<file path="src/rtl/sixstep_pkg.sv">
package sixstep_pkg;

    localparam int NUM_PH  = 3;
    localparam int NUM_OUT = 2 * NUM_PH;

    typedef logic [NUM_OUT-1:0] drv_vec_t;

    typedef enum logic [2:0] {
        ST_NONE = 3'd0,
        ST_1    = 3'd1,
        ST_2    = 3'd2,
        ST_3    = 3'd3,
        ST_4    = 3'd4,
        ST_5    = 3'd5,
        ST_6    = 3'd6,
        ST_BAD  = 3'd7
    } step_e;

    // Leg of one phase: high side on even bit, low side on odd bit.
    typedef struct packed {
        logic lo;
        logic hi;
    } leg_t;

    function automatic logic step_ok(logic [2:0] v);
        return (v != 3'd0) && (v != 3'd7);
    endfunction

    function automatic leg_t leg(logic hi_on, logic lo_on);
        leg_t l;
        l.hi = hi_on;
        l.lo = lo_on;
        return l;
    endfunction

    function automatic drv_vec_t step_pattern(step_e s);
        leg_t p1, p2, p3;
        p1 = leg(s == ST_1 || s == ST_6, s == ST_3 || s == ST_4);
        p2 = leg(s == ST_4 || s == ST_5, s == ST_1 || s == ST_2);
        p3 = leg(s == ST_2 || s == ST_3, s == ST_5 || s == ST_6);
        return {p3, p2, p1};
    endfunction

endpackage

</file>
<file path="src/rtl/ss_timebase.sv">
module ss_timebase #(
    parameter int CNT_W = 16
) (
    input  logic             clk,
    input  logic             rst,
    input  logic [CNT_W-1:0] period,
    output logic [CNT_W-1:0] count,
    output logic             upd_evt
);

    logic [CNT_W-1:0] cnt_q;

    assign upd_evt = (cnt_q >= period);
    assign count   = cnt_q;

    always_ff @(posedge clk) begin
        if (rst) begin
            cnt_q <= '0;
        end else if (upd_evt) begin
            cnt_q <= '0;
        end else begin
            cnt_q <= cnt_q + 1'b1;
        end
    end

endmodule

</file>
<file path="src/rtl/ss_commute.sv">
module ss_commute
    import sixstep_pkg::*;
(
    input  logic       clk,
    input  logic       rst,
    input  logic       shadow_wr,
    input  logic [2:0] shadow_step,
    input  logic       com_strobe,
    input  logic       com_trig,
    input  logic       flag_clr,
    output logic       com_evt,
    output step_e      active_step,
    output drv_vec_t   raw_pat,
    output logic       com_flag
);

    step_e shadow_q;
    step_e active_q;
    logic  trig_q;
    logic  flag_q;

    assign com_evt     = com_strobe | (com_trig & ~trig_q);
    assign active_step = active_q;
    assign raw_pat     = step_pattern(active_q);
    assign com_flag    = flag_q;

    always_ff @(posedge clk) begin
        if (rst) begin
            shadow_q <= ST_1;
            active_q <= ST_1;
            trig_q   <= 1'b0;
            flag_q   <= 1'b0;
        end else begin
            trig_q <= com_trig;
            if (com_evt) begin
                active_q <= shadow_q;
            end
            if (shadow_wr && step_ok(shadow_step)) begin
                shadow_q <= step_e'(shadow_step);
            end
            if (com_evt) begin
                flag_q <= 1'b1;
            end else if (flag_clr) begin
                flag_q <= 1'b0;
            end
        end
    end

endmodule

</file>
<file path="src/rtl/ss_deadtime.sv">
module ss_deadtime #(
    parameter int LANES = 6,
    parameter int DT_W  = 8
) (
    input  logic             clk,
    input  logic             rst,
    input  logic [DT_W-1:0]  dead_time,
    input  logic [LANES-1:0] req,
    output logic [LANES-1:0] on
);

    for (genvar g = 0; g < LANES; g++) begin : g_lane
        logic [DT_W-1:0] wait_q;
        logic            on_q;

        always_ff @(posedge clk) begin
            if (rst) begin
                wait_q <= '0;
                on_q   <= 1'b0;
            end else begin
                if (!req[g]) begin
                    wait_q <= '0;
                end else if (wait_q != dead_time) begin
                    wait_q <= wait_q + 1'b1;
                end
                on_q <= req[g] && (wait_q == dead_time);
            end
        end

        assign on[g] = on_q;
    end

endmodule

</file>
<file path="src/rtl/ss_guard.sv">
module ss_guard (
    input  logic clk,
    input  logic rst,
    input  logic brk_in,
    input  logic moe_set,
    input  logic aoe_en,
    input  logic upd_evt,
    output logic brk_s,
    output logic moe
);

    logic [1:0] sync_q;
    logic       moe_q;

    assign brk_s = sync_q[1];
    assign moe   = moe_q;

    always_ff @(posedge clk) begin
        if (rst) begin
            sync_q <= 2'b00;
            moe_q  <= 1'b0;
        end else begin
            sync_q <= {sync_q[0], brk_in};
            if (brk_s) begin
                moe_q <= 1'b0;
            end else if (moe_set || (aoe_en && upd_evt)) begin
                moe_q <= 1'b1;
            end
        end
    end

endmodule

</file>
<file path="src/rtl/sixstep_seq.sv">
module sixstep_seq
    import sixstep_pkg::*;
#(
    parameter int CNT_W = 16,
    parameter int DT_W  = 8
) (
    input  logic             clk,
    input  logic             rst,
    input  logic [CNT_W-1:0] period,
    input  logic [DT_W-1:0]  dead_time,
    input  logic [5:0]       idle_lvl,
    input  logic             moe_set,
    input  logic             aoe_en,
    input  logic             brk_in,
    input  logic             shadow_wr,
    input  logic [2:0]       shadow_step,
    input  logic             com_strobe,
    input  logic             com_trig,
    input  logic             flag_clr,
    output logic [CNT_W-1:0] count,
    output logic             upd_evt,
    output logic [2:0]       step_idx,
    output logic             moe,
    output logic             com_flag,
    output logic [5:0]       drv
);

    logic     com_evt;
    logic     brk_s;
    step_e    active_step;
    drv_vec_t raw_pat;
    drv_vec_t dt_on;

    ss_timebase #(.CNT_W(CNT_W)) u_tb (
        .clk     (clk),
        .rst     (rst),
        .period  (period),
        .count   (count),
        .upd_evt (upd_evt)
    );

    ss_commute u_com (
        .clk         (clk),
        .rst         (rst),
        .shadow_wr   (shadow_wr),
        .shadow_step (shadow_step),
        .com_strobe  (com_strobe),
        .com_trig    (com_trig),
        .flag_clr    (flag_clr),
        .com_evt     (com_evt),
        .active_step (active_step),
        .raw_pat     (raw_pat),
        .com_flag    (com_flag)
    );

    ss_deadtime #(.LANES(NUM_OUT), .DT_W(DT_W)) u_dt (
        .clk       (clk),
        .rst       (rst),
        .dead_time (dead_time),
        .req       (raw_pat),
        .on        (dt_on)
    );

    ss_guard u_grd (
        .clk     (clk),
        .rst     (rst),
        .brk_in  (brk_in),
        .moe_set (moe_set),
        .aoe_en  (aoe_en),
        .upd_evt (upd_evt),
        .brk_s   (brk_s),
        .moe     (moe)
    );

    assign step_idx = active_step;
    assign drv      = (moe && !brk_s) ? dt_on : idle_lvl;

endmodule

</file>
<file path="config.mk">
export PLATFORM = sky130hd
export DESIGN_NAME = sixstep_seq
export DESIGN_NICKNAME = d
export VERILOG_FILES = /design/src/rtl/sixstep_pkg.sv /design/src/rtl/ss_timebase.sv /design/src/rtl/ss_commute.sv /design/src/rtl/ss_deadtime.sv /design/src/rtl/ss_guard.sv /design/src/rtl/sixstep_seq.sv
export SDC_FILE = /design/constraint.sdc
export NUM_CORES = 1
export LEC_CHECK = 0
export CAP_MARGIN = 10
export CORE_AREA = 2 2 145 147
export CTS_CLUSTER_DIAMETER = 150
export DETAILED_ROUTE_END_ITERATION = 7
export DIE_AREA = 0 0 147 149
export SLEW_MARGIN = 20
export SYNTH_ARGS = -nofsm -noshare
export SYNTH_HDL_FRONTEND = slang
export SYNTH_SLANG_ARGS = --single-unit
</file>
<file path="constraint.sdc">
create_clock -name clk -period 7.6 [get_ports clk]
set_input_delay 1.52 -clock clk [delete_from_list [all_inputs] [get_ports clk]]
set_output_delay 1.52 -clock clk [all_outputs]
set_load 0.1 [all_outputs]
</file>
-- Word level (Yosys, flattened, before mapping)
Index checks and enable logic that the tools add are counted.
- memories kept: 0
- memory bits (writable): 0
- logic and storage cells: 86
- bits in registers: 81
- latch bits: 0
- bits of input ports: 42
- ROM bits: 0
- output and inout bits: 28
- $lt $le $gt $ge: 1
- equal/unequal tests: 19
- shifts and indexed selects: 0
- bitwise gates (word level): 9
- div/mod/pow operators: 0
- add/sub/neg operators: 7
- multipliers: 0
- multiplexer cells: 3
- reduce and logical (&&, ||, !) cells: 28
- operator list (kind ; count):
    adder 8 x 1 -> 8 bit, second input constant ; 6
    == test 8 bit ; 6
    != test 8 bit ; 6
    adder 16 x 1 -> 16 bit, second input constant ; 1
    greater-or-equal comparator 16 bit ; 1
    OR reduction 2 bit ; 8
    logical AND 1 bit ; 10
    == test 3 bit, second input constant ; 3
    logical OR 1 bit ; 7
    NOT 1 bit ; 7
    == test 3 x 2 -> 1 bit, second input constant ; 2
    2-to-1 mux 6 bit ; 1
    == test 3 x 1 -> 1 bit, second input constant ; 1
    != test 3 bit, second input constant ; 1
    nonzero test 3 bit ; 1
    2-to-1 mux 1 bit ; 2
    nonzero test 2 bit ; 1
    AND 1 bit ; 1
    zero test 1 bit ; 1
    OR 1 bit ; 1

-- Longest topological paths before layout
Gate-level depths: netlist of the first run.
- depth in word-level cells: 4
- depth in mapped cells: 8
- mapped depth without buffers: 6

-- By module
A second synthesis of the first run with hierarchy kept.
- cells, all modules: 558
- area total of the unflattened synthesis: 5119.9 µm²
- by module, submodules not included (module ; times used ; cells an instance ; area an instance (µm²) ; seq. area each (µm²)):
    ss_deadtime ; 1 ; 348 ; 3218.1 ; 1081.0
    ss_timebase ; 1 ; 141 ; 1263.7 ; 320.3
    ss_commute ; 1 ; 54 ; 427.9 ; 160.2
    sixstep_seq ; 1 ; 8 ; 115.1 ; 0.0
    ss_guard ; 1 ; 7 ; 95.1 ; 60.1

-- Worst setup path after synthesis of the first run
Ideal clock, no wire load.
- kind: input -> output
- start: input period[9]
- end: output upd_evt
- path buffers: 0
- required time: 6080 ps
- stages on the path: 6
- slack: 2733 ps
- arrival: 3347 ps
- cell sequence: inv_1 > ha_1 > nand4_1 > or4_4 > o32ai_4 > or3_2
- longest elaborated chain between the ends: 1
- RTL lines (element ; RTL line ; RTL):
    start, declared ; sixstep_seq.sv:9 ; input logic [CNT_W-1:0] period,
    greater-or-equal comparator 16 bit ; ss_timebase.sv:13 ; assign upd_evt = (cnt_q >= period);
    end, declared ; sixstep_seq.sv:21 ; output logic upd_evt,
No other way between the ends.

-- Worst setup path after layout of the first run
Same ends and word-level chain as after synthesis.

==> results by group, run 1 <==
Outcome
  – Outcome: finished, final reports clean

Routing
  – Routed WL per cell: 13.3 um
  – 1st-iter DRT viols: 340
  – Post-detailed-route count of antenna-violating nets: 0
  – Routed Wire Length: 12.3 mm
  – Vias: 4,390
  – 1st-pass router iterations: 4
  – DRC Markers: 0
  – Vias/cell: 4.75

STA
  – Final period utilization: 74.7%
  – Setup TNS: 0 ns
  – Final setup fails: 0
  – RSZ-0062 raised after global routing: false
  – Hold Fails Final Rpt: 0
  – F_max: 176 MHz
  – Skew final: approximately 0.0063 ns
  – Slew HR: 29.1%
  – Slew Viols, Final: 0
  – WHS: about 0.43 ns
  – Worst-margin pin slew: 1.06 ns
  – Worst setup margin: 1.92 ns
  – Tmin final: 5.68 ns

Critical path
  – Critical path capture point type: output port
  – Critical Path RT: 6.08 ns
  – Max stage delay on crit path: 0.68 ns
  – Delay-heaviest family, CP: simple AND/OR/NAND/NOR gates
  – Worst Path Max Fanout: 18
  – Arr. time, crit path: 4.16 ns
  – Critical path cell sequence: clkdlybuf4s50_1, inv_1, ha_1, nand4_1, or4_4, o32ai_4, or3_2, buf_4
  – Critical path class: in -> out
  – Startpoint types: input port
  – CP Buf/Inv Count: 3
  – Critical path's slowest cell: o32ai_4

Synthesis
  – Warnings, synthesis: 0
  – Cells after synthesis: about 600
  – EDFF count, synth: 0
  – Synth Cell Area: 5030 um^2
  – Seq/Total Area, Yosys: between 30% and 40%
  – Yosys cell types: 45
  – Most used DFF post-synth: dfxtp_1
  – Yosys reg bits: 81
  – Syn avg cell area: 8.42 um^2
  – Syn_nets: ~660
  – Post-synth ARST share: 0%

Clock tree
  – Cts hold-fix bufs: 0
  – TritonCTS clock tree: yes
  – Deepest clock path buffer count: 2
  – Clock latency at the later pin of the worst-skew pair: 0.33 ns
  – Post-cts gate resize count: 0
  – Htree depth: 3
  – Root Driver: clkbuf_16
  – Post-CTS setup buffer count: 0
  – CTS sink cnt: 81
  – Worst-path clk slew: around 0.060 ns
  – TritonCTS buffer count: 9

Floorplan
  – Die Wd: around 150 um
  – Die height: 149 um
  – I/O Pins: 70
  – Initial Utilization: 24.5%
  – Core ar.: 20,600 um^2
  – DIE AREA: 21,900 um^2
  – Row Count: 53

Cells and area
  – Fillers: around 2,200
  – Share of cells above drive strength 1: under 10%
  – Final Cell Area: 6230 um^2
  – N_diodes: 0
  – NumNets Final: 710
  – Area grow syn2layout: 23.7%

Pwr
  – Total Power: 1.08 mW
  – Cell Pwr Density: 173 nW/um^2
  – Worst vdd ir: 114 uV
  – Pleak: roughly 2.1 nW

GRT
  – Vias in the first global route: 4,156
  – GRT Overall Usage: a little under an eighth
  – Largest net degree at the start of global routing: 19
  – First-pass GRT wire length: about 21 mm
  – Initial antenna violation count: 0
  – Gr ovfl total: 0

Placed design
  – Port bufs: 69
  – Global placer's final weighted congestion: between 0.8 and 0.9
  – Post-place setup slack: 1.92 ns
  – Post-DP Area: a little under 6000 um^2
  – Post-detail-place hpwl: ~9 mm

Worst hold path
  – Class of the tightest hold or removal check: reg -> reg

Run
  – Max Cap Viol: 0
-- synth_stat cells (11+ instances only) --
cell	count	area, um^2
o21ai_0	32	160
clkbuf_1	17	63.8
nand4_1	35	219
inv_1	24	90.1
nand3_1	25	125
a21oi_1	38	190
nor3_1	34	170
nor2_1	14	52.6
xnor2_1	50	438
dfxtp_1	81	1620
nand2_1	52	195
and4_1	15	131
xor2_1	11	96.3
nand2b_1	23	144
mux2i_1	26	260
a2111o_1	12	135
buf_2	15	75.1
ha_1	23	288
-- registers in the layout, summed over array words and instances (netlist names) --
register            cells
u_com.trig_q            1
u_grd.moe               1
u_grd.sync_q            2
u_com.active_step       3
u_tb.count             16
u_com.com_flag          1
u_dt.g_lane.wait_q     48
u_com.shadow_q          3
u_dt.g_lane.on_q        6
-- cells by family (layout without fill, tap and decap cells) --
kind of cell / count (synthesis) / in the layout / share of synthesized area, %
AND/OR/NAND/NOR: 235 / 235 / 25.6
buffers and inverters: 57 / 109 / 4.77
XOR/XNOR: 61 / 61 / 10.6
adder cells (fa/ha/maj): 23 / 23 / 5.72
multiplexers: 32 / 32 / 6.51
flip-flops: 81 / 81 / 32.2
AO/OA/AOI/OAI: 109 / 109 / 14.6
-- layout make-up --
type	instances	area, um^2	share of cell area (%)
clock inverters	6	82.6	1.33
well taps	275	344	5.52
inverters	24	90.1	1.45
repair buffers	69	688	11.0
flip-flops and latches	81	1620	26.0
multi-input cells	460	3170	50.9
clock buffers	10	229	3.68
-- worst register-to-register path, stage by stage, from the launching register on --
cell	delay, ns
dfxtp_1	0.36
ha_1	0.33
nand4_1	0.11
or4_4	0.54
o32ai_4	0.68
nor3_1	0.15
-- path summary, 6_finish.rpt --
kind                              startpoint                         end  slack [ns]  depth (start not counted)
setup / recovery                   period[9]                     upd_evt        1.92                          8
hold / removal    u_grd.sync_q[0]$_SDFF_PP0_  u_grd.sync_q[1]$_SDFF_PP0_        0.43                          1
setup reg to reg    u_tb.count[9]$_SDFF_PP0_    u_tb.count[3]$_SDFF_PP0_        5.29                          5
hold reg to reg   u_grd.sync_q[0]$_SDFF_PP0_  u_grd.sync_q[1]$_SDFF_PP0_        0.43                          1
-- cell usage in the layout (no fill, tap or decap), drive strengths merged, types with 2 or more instances in the layout --
cell type,synthesis,final
a211oi,7,7
clkdlybuf4s50,0,68
or3b,2,2
nand3,25,25
ha,23,23
nand2b,23,23
a21oi,38,38
nor2,14,14
o21a,2,2
nand3b,2,2
o21ai,32,32
or3,10,10
or2,2,2
nor2b,5,5
mux2i,26,26
bufinv,0,2
nand2,52,52
dfxtp,81,81
a21boi,7,7
mux2,6,6
and3,2,2
and4,15,15
inv,24,24
nor3,35,35
clkbuf,17,10
xor2,11,11
and2,9,9
clkinv,0,3
a2111o,12,12
xnor2,50,50
or4,3,3
nand4,35,35
a21o,2,2
-- routing by layer --
metal | up-vias | global-route usage (%) | share of wire, %
li1 | 2252 | - | -
met2 | 51 | 19.9 | 49
met3 | 13 | 1.50 | 2.0
met1 | 2074 | 14.6 | 47
met4 | 0 | 4.18 | 1.6
met5 | - | 0 | 0
-- through the flow --
stage	utilization (%)	cells
after detailed placement	28.8	909
final	30.3	925
after global placement	28.8	909
after floorplan	-	598
after CTS	30.3	925
after global routing	30.3	925
-- report_power, final --
part | switching [mW] | internal, mW | leakage, nW
clock network | 0.175 | 0.286 | 0.152
registers | 0.0149 | 0.434 | 0.656
logic | 0.104 | 0.0653 | 1.34
total | 0.294 | 0.785 | 2.15
(Power assumes the default switching activity.)
==> run 2, diff against run 1 <==
==> constraint.sdc (replaced) <==
create_clock -name clk -period 5 [get_ports clk]
set_input_delay 1 -clock clk [delete_from_list [all_inputs] [get_ports clk]]
set_output_delay 1 -clock clk [all_outputs]
set_load 0.1 [all_outputs]
==> run 2 against run 1 <==
Effect of this change: power grew 48%; first-iteration DRC count shrank 15%; largest power group is now sequential cells; non-clock buffer count grew 4; via count shrank 0.93%; global-route usage shrank 0.19 points; critical endpoint unchanged; critical path type unchanged.
==> results by group, run 2 (synthesized netlist as in run 1, its figures left out) <==
Routing
  – DRC Markers: 0 (unchanged)
  – WL met1: 5.66 mm (-1.7%)
  – Post-detailed-route count of antenna-violating nets: 0 (unchanged)
  – Routed WL per cell: 13.3 um (-0.22%)
  – Routed Wire Length: 12.3 mm (unchanged)
  – Vias: 4,349 (-0.93%)
  – Vias/cell: 4.69 (-1.1%)
  – 1st-iter DRT viols: 290 (-15%)
  – DR WL met3: 293 um (+18%)
  – Routed wl met2: 6.04 mm (-0.53%)
  – Top Metal Used: met4
  – 1st-pass router iterations: 5 (+1)

Clock tree
  – Root Driver: clkbuf_16
  – Deepest clock path buffer count: 2 (unchanged)
  – Cts hold-fix bufs: 0 (unchanged)
  – Post-cts gate resize count: 0 (unchanged)
  – Worst-path clk slew: 0.06 ns (about the same)
  – Htree depth: 3 (unchanged)
  – Post-CTS setup buffer count: 0 (unchanged)
  – CTS sink cnt: 81 (unchanged)
  – Clock latency at the later pin of the worst-skew pair: 0.34 ns (about the same)
  – TritonCTS clock tree: yes
  – TritonCTS buffer count: 9 (unchanged)

Cells and area
  – N_diodes: 0 (unchanged)
  – Area grow syn2layout: 23.9%
  – Fin util: 30.4% (+0.055 points)
  – Most common cell after layout, fill and taps aside: dfxtp_1
  – Largest Register: u_dt.g_lane.wait_q
  – Fin cells: 927 (+0.22%)
  – NumNets Final: 714 (+0.56%)
  – Share of cells above drive strength 1: 5.06% (+0.60 points)
  – Final Cell Area: 6240 um^2 (+0.18%)
  – Max reg flops: 48 (unchanged)
  – Leading cell types in the layout, fill and taps excluded: dfxtp_1 (81), clkdlybuf4s50_1 (66), nand2_1 (52), xnor2_1 (50), a21oi_1 (38)

STA
  – Skew final: 0.00513 ns (-0.00121 ns)
  – WHS: 0.436 ns (+0.00203 ns)
  – Setup TNS: 0 ns (unchanged)
  – Worst setup margin: 0.878 ns (-1.04 ns)
  – F_max: approximately 240 MHz
  – Slew HR: 32.9% (+3.8 points)
  – Tmin final: 4.12 ns
  – RSZ-0062 raised after global routing: false
  – Final setup fails: 0 (unchanged)
  – Hold Fails Final Rpt: 0 (unchanged)
  – Slew Viols, Final: 0 (unchanged)
  – Final period utilization: 82.4%
  – Worst-margin pin slew: 1.00 ns (-0.0594 ns)

Pwr
  – Total Power: 1.59 mW (+48%)
  – Pleak: 2.16 nW (+0.50%)
  – Worst vdd ir: 123 uV (+8.3%)
  – Cell Pwr Density: 255 nW/um^2 (+47%)

Worst hold path
  – Class of the tightest hold or removal check: reg -> reg

Critical path
  – Worst Path Max Fanout: 2 (-16)
  – Critical Path RT: 4.00 ns (-2.08 ns)
  – Critical path capture point type: output port
  – Critical path class: in -> out
  – Arr. time, crit path: 3.12 ns (-1.04 ns)
  – Startpoint types: input port

Placed design
  – Post-place setup slack: 0.869 ns (-1.05 ns)
  – Post-DP Area: 5950 um^2 (+0.63%)
  – Post-detail-place hpwl: 9.13 mm (+1.8%)
  – DP Cell Count: 913 (+0.44%)
  – Global placer's final weighted congestion: 0.814 (+0.67%)
  – Port bufs: 69 (unchanged)

GRT
  – Vias in the first global route: 3,976 (-4.3%)
  – GRT Overall Usage: 11.3% (-0.19 points)
  – Initial antenna violation count: 0 (unchanged)
  – Gr ovfl total: 0 (unchanged)
  – First-pass GRT wire length: 19.9 mm (-3.5%)
  – Largest net degree at the start of global routing: 18 (-1)

Floorplan
  – I/O Pins: 70 (unchanged)
  – Initial Utilization: 24.5% (unchanged)
  – Row Count: 53 (unchanged)
  – DIE AREA: 21,900 um^2 (unchanged)
  – Core ar.: 20,600 um^2 (unchanged)
  – Die Wd: 147 um (unchanged)
  – Die height: 149 um (unchanged)

Run
  – Max Cap Viol: 0 (unchanged)

Outcome
  – Outcome: finished, final reports clean
[run 2: layout make-up]
class,count,area [um^2]
tap,275,344
inverter,24,90.1
multi-input combinational,460,3170
fill,2170,14300
clock inverter,3,42.5
clock buffer,11,243
sequential,81,1620
timing repair buffer,73,726
[run 2: worst max-delay path, stage by stage]
cell and delay (ns):
clkdlybuf4s50_1 0.46, inv_1 0.04, ha_1 0.30, o21a_1 0.19, o2111ai_1 0.26, o32ai_4 0.14
or3_2 0.53, buf_12 0.19
[run 2: path summary, 6_finish.rpt]
| path | to | startpoint | slack (ns) | cells after the start |
|---|---|---|---|---|
| setup reg to reg | u_tb.count[3]$_SDFF_PP0_ | u_tb.count[7]$_SDFF_PP0_ | 2.91 | 6 |
| setup / recovery | upd_evt | period[8] | 0.88 | 8 |
| hold / removal | u_grd.sync_q[1]$_SDFF_PP0_ | u_grd.sync_q[0]$_SDFF_PP0_ | 0.44 | 1 |
| hold reg to reg | u_grd.sync_q[1]$_SDFF_PP0_ | u_grd.sync_q[0]$_SDFF_PP0_ | 0.44 | 1 |
[run 2: power breakdown]
group | switching, mW | internal [mW]
Combinational | 0.158 | 0.100
Clock | 0.260 | 0.394
Sequential | 0.0218 | 0.660
[run 2: routing by layer]
layer / track usage (%) / vias up
li1: - / 2250
met1: 13.9 / 2018
met5: 0 / -
met2: 19.6 / 58
met3: 1.83 / 23
met4: 4.66 / 0
==> run 3, diff against run 2 <==
==> constraint.sdc (replaced) <==
create_clock -name clk -period 4.2 [get_ports clk]
set_input_delay 0.84 -clock clk [delete_from_list [all_inputs] [get_ports clk]]
set_output_delay 0.84 -clock clk [all_outputs]
set_load 0.1 [all_outputs]
==> run 3 against run 2 <==
Effect of this change: critical endpoint unchanged; wire length is 1.4% lower; clock skew up 0.0042 ns; utilization up 0.12 points; critical path type unchanged; first-iteration DRC count grew 0.69%; register-to-register slack worse by 0.81 ns.
==> results by group, run 3 (synthesized netlist as in run 1, its figures left out) <==
Critical path
  – Startpoint types: input port
  – Reg2reg path depth: 6 (unchanged)
  – Critical path cell sequence: clkdlybuf4s50_1, ha_1, nand2b_1, a2111oi_4, o32ai_4, or3_2, buf_12
  – Critical path's slowest cell: or3_2
  – CP Buf/Inv Count: 2 (-1)
  – Critical path class: in -> out
  – Critical Path RT: 3.36 ns (-0.64 ns)
  – Arr. time, crit path: 2.96 ns (-0.16 ns)
  – Worst Path Max Fanout: 2 (unchanged)
  – Max stage delay on crit path: 0.53 ns (about the same)
  – Worst r2r src: u_tb.count[2]$_SDFF_PP0_
  – Critical path capture point type: output port
  – Register-to-register setup slack: 2.10 ns (-0.81 ns)
  – Delay-heaviest family, CP: simple AND/OR/NAND/NOR gates
  – Reg2reg end: u_tb.count[7]$_SDFF_PP0_

GRT
  – GRT Overall Usage: 11.2% (-0.017 points)
  – Vias in the first global route: 4,127 (+3.8%)
  – Largest net degree at the start of global routing: 18 (unchanged)
  – M3 GR Usage: 1.56% (-0.28 points)
  – Met2 Usage GRT: 19.4% (-0.21 points)
  – Busiest layer in global routing: met2
  – Gr ovfl total: 0 (unchanged)
  – First-pass GRT wire length: 20.3 mm (+1.8%)
  – Initial antenna violation count: 0 (unchanged)
  – GR Util met1: 14.2% (+0.38 points)

Floorplan
  – Die Wd: 147 um (unchanged)
  – Core ar.: 20,600 um^2 (unchanged)
  – Row Count: 53 (unchanged)
  – Initial Utilization: 24.5% (unchanged)
  – Die height: 149 um (unchanged)
  – DIE AREA: 21,900 um^2 (unchanged)
  – I/O Pins: 70 (unchanged)

Clock tree
  – Post-cts gate resize count: 0 (unchanged)
  – Htree depth: 3 (unchanged)
  – Post-CTS setup buffer count: 0 (unchanged)
  – Worst-path clk slew: 0.06 ns (about the same)
  – TritonCTS buffer count: 9 (unchanged)
  – TritonCTS clock tree: yes
  – Cts hold-fix bufs: 0 (unchanged)
  – Clock latency at the later pin of the worst-skew pair: 0.33 ns (about the same)
  – Deepest clock path buffer count: 2 (unchanged)
  – Root Driver: clkbuf_16
  – CTS sink cnt: 81 (unchanged)

Placed design
  – DP Cell Count: 913 (unchanged)
  – Post-detail-place hpwl: 9.01 mm (-1.2%)
  – Global placer's final weighted congestion: 0.813 (-0.20%)
  – Post-place setup slack: 0.374 ns (-0.495 ns)
  – Post-DP Area: 5940 um^2 (-0.17%)
  – Port bufs: 69 (unchanged)

Cells and area
  – Most common cell after layout, fill and taps aside: dfxtp_1
  – Area grow syn2layout: 24.4%
  – Fin cells: 929 (+0.22%)
  – Leading cell types in the layout, fill and taps excluded: dfxtp_1 (81), clkdlybuf4s50_1 (62), nand2_1 (52), xnor2_1 (50), a21oi_1 (38)
  – Share of cells above drive strength 1: 5.96% (+0.90 points)
  – Max reg flops: 48 (unchanged)
  – Largest Register: u_dt.g_lane.wait_q
  – N_diodes: 0 (unchanged)
  – Fillers: 2,170 (unchanged)
  – NumNets Final: 714 (unchanged)
  – Final Cell Area: 6260 um^2 (+0.38%)
  – Fin util: 30.5% (+0.12 points)

STA
  – RSZ-0062 raised after global routing: false
  – Skew final: 0.00932 ns (+0.00419 ns)
  – F_max: 263 MHz
  – Worst-margin pin slew: 1.02 ns (+0.0140 ns)
  – Tmin final: 3.80 ns
  – Slew Viols, Final: 0 (unchanged)
  – Hold Fails Final Rpt: 0 (unchanged)
  – WHS: 0.442 ns (+0.00624 ns)
  – Final setup fails: 0 (unchanged)
  – Worst setup margin: 0.396 ns (-0.483 ns)
  – Final period utilization: 90.6%
  – Slew HR: 31.9% (-0.94 points)
  – Setup TNS: 0 ns (unchanged)

Routing
  – 1st-iter DRT viols: 292 (+0.69%)
  – 1st-pass router iterations: 5 (unchanged)
  – Routed WL per cell: 13.0 um (-1.6%)
  – DRC Markers: 0 (unchanged)
  – Post-detailed-route count of antenna-violating nets: 0 (unchanged)
  – Vias: 4,397 (+1.1%)
  – Routed Wire Length: 12.1 mm (-1.4%)
  – Vias/cell: 4.73 (+0.89%)

Pwr
  – Cell Pwr Density: 314 nW/um^2 (+23%)
  – Pleak: 2.18 nW (+0.93%)
  – Total Power: 1.96 mW (+23%)
  – Worst vdd ir: 225 uV (+82%)

Worst hold path
  – Hold_sp: u_grd.sync_q[0]$_SDFF_PP0_
  – Class of the tightest hold or removal check: reg -> reg
  – Hold worst-path end: u_grd.sync_q[1]$_SDFF_PP0_
  – Hold Path Depth: 1 (unchanged)

Outcome
  – Outcome: finished, final reports clean

Run
  – Max Cap Viol: 0 (unchanged)
==> run 3: worst reg2reg max path, stage by stage, from the launching register on <==
cell and delay (ns):
dfxtp_1 0.48, ha_1 0.28, nor3_1 0.09, or4_4 0.49, o32ai_4 0.26, buf_4 0.27, nor3_1 0.09
==> run 3: power breakdown <==
part	leakage (nW)	internal (mW)	total, mW	switching [mW]
clock	0.153	0.523	0.846	0.323
sequential	0.656	0.785	0.811	0.0259
combinational	1.37	0.119	0.307	0.189
==> run 3: layout make-up <==
| type | count | area (um^2) | share of cell area [%] |
|---|---|---|---|
| Inverter | 24 | 90.1 | 1.44 |
| Timing Repair Buffer | 73 | 716 | 11.4 |
| Clock inverter | 6 | 90.1 | 1.44 |
| Sequential cell | 81 | 1620 | 25.9 |
| Multi-Input combinational cell | 460 | 3170 | 50.7 |
| Tap cell | 275 | 344 | 5.49 |
| Clock buffer | 10 | 229 | 3.66 |
==> run 3: how the worst max path moves through the flow <==
stage,start,to,depth (start not counted)
after CTS,period[0],upd_evt,7
final,period[0],upd_evt,7
after floorplan,u_tb.count[0]$_SDFF_PP0_,upd_evt,6
after global routing,period[8],upd_evt,8
after detailed placement,period[0],upd_evt,7
after global placement,period[0],upd_evt,7
==> run 3: per-layer routing <==
layer / vias up / wire length (um)
met3: 16 / 207
met4: 0 / 252
met5: - / 0
met1: 2066 / 5670
li1: 2267 / -
met2: 48 / 5990
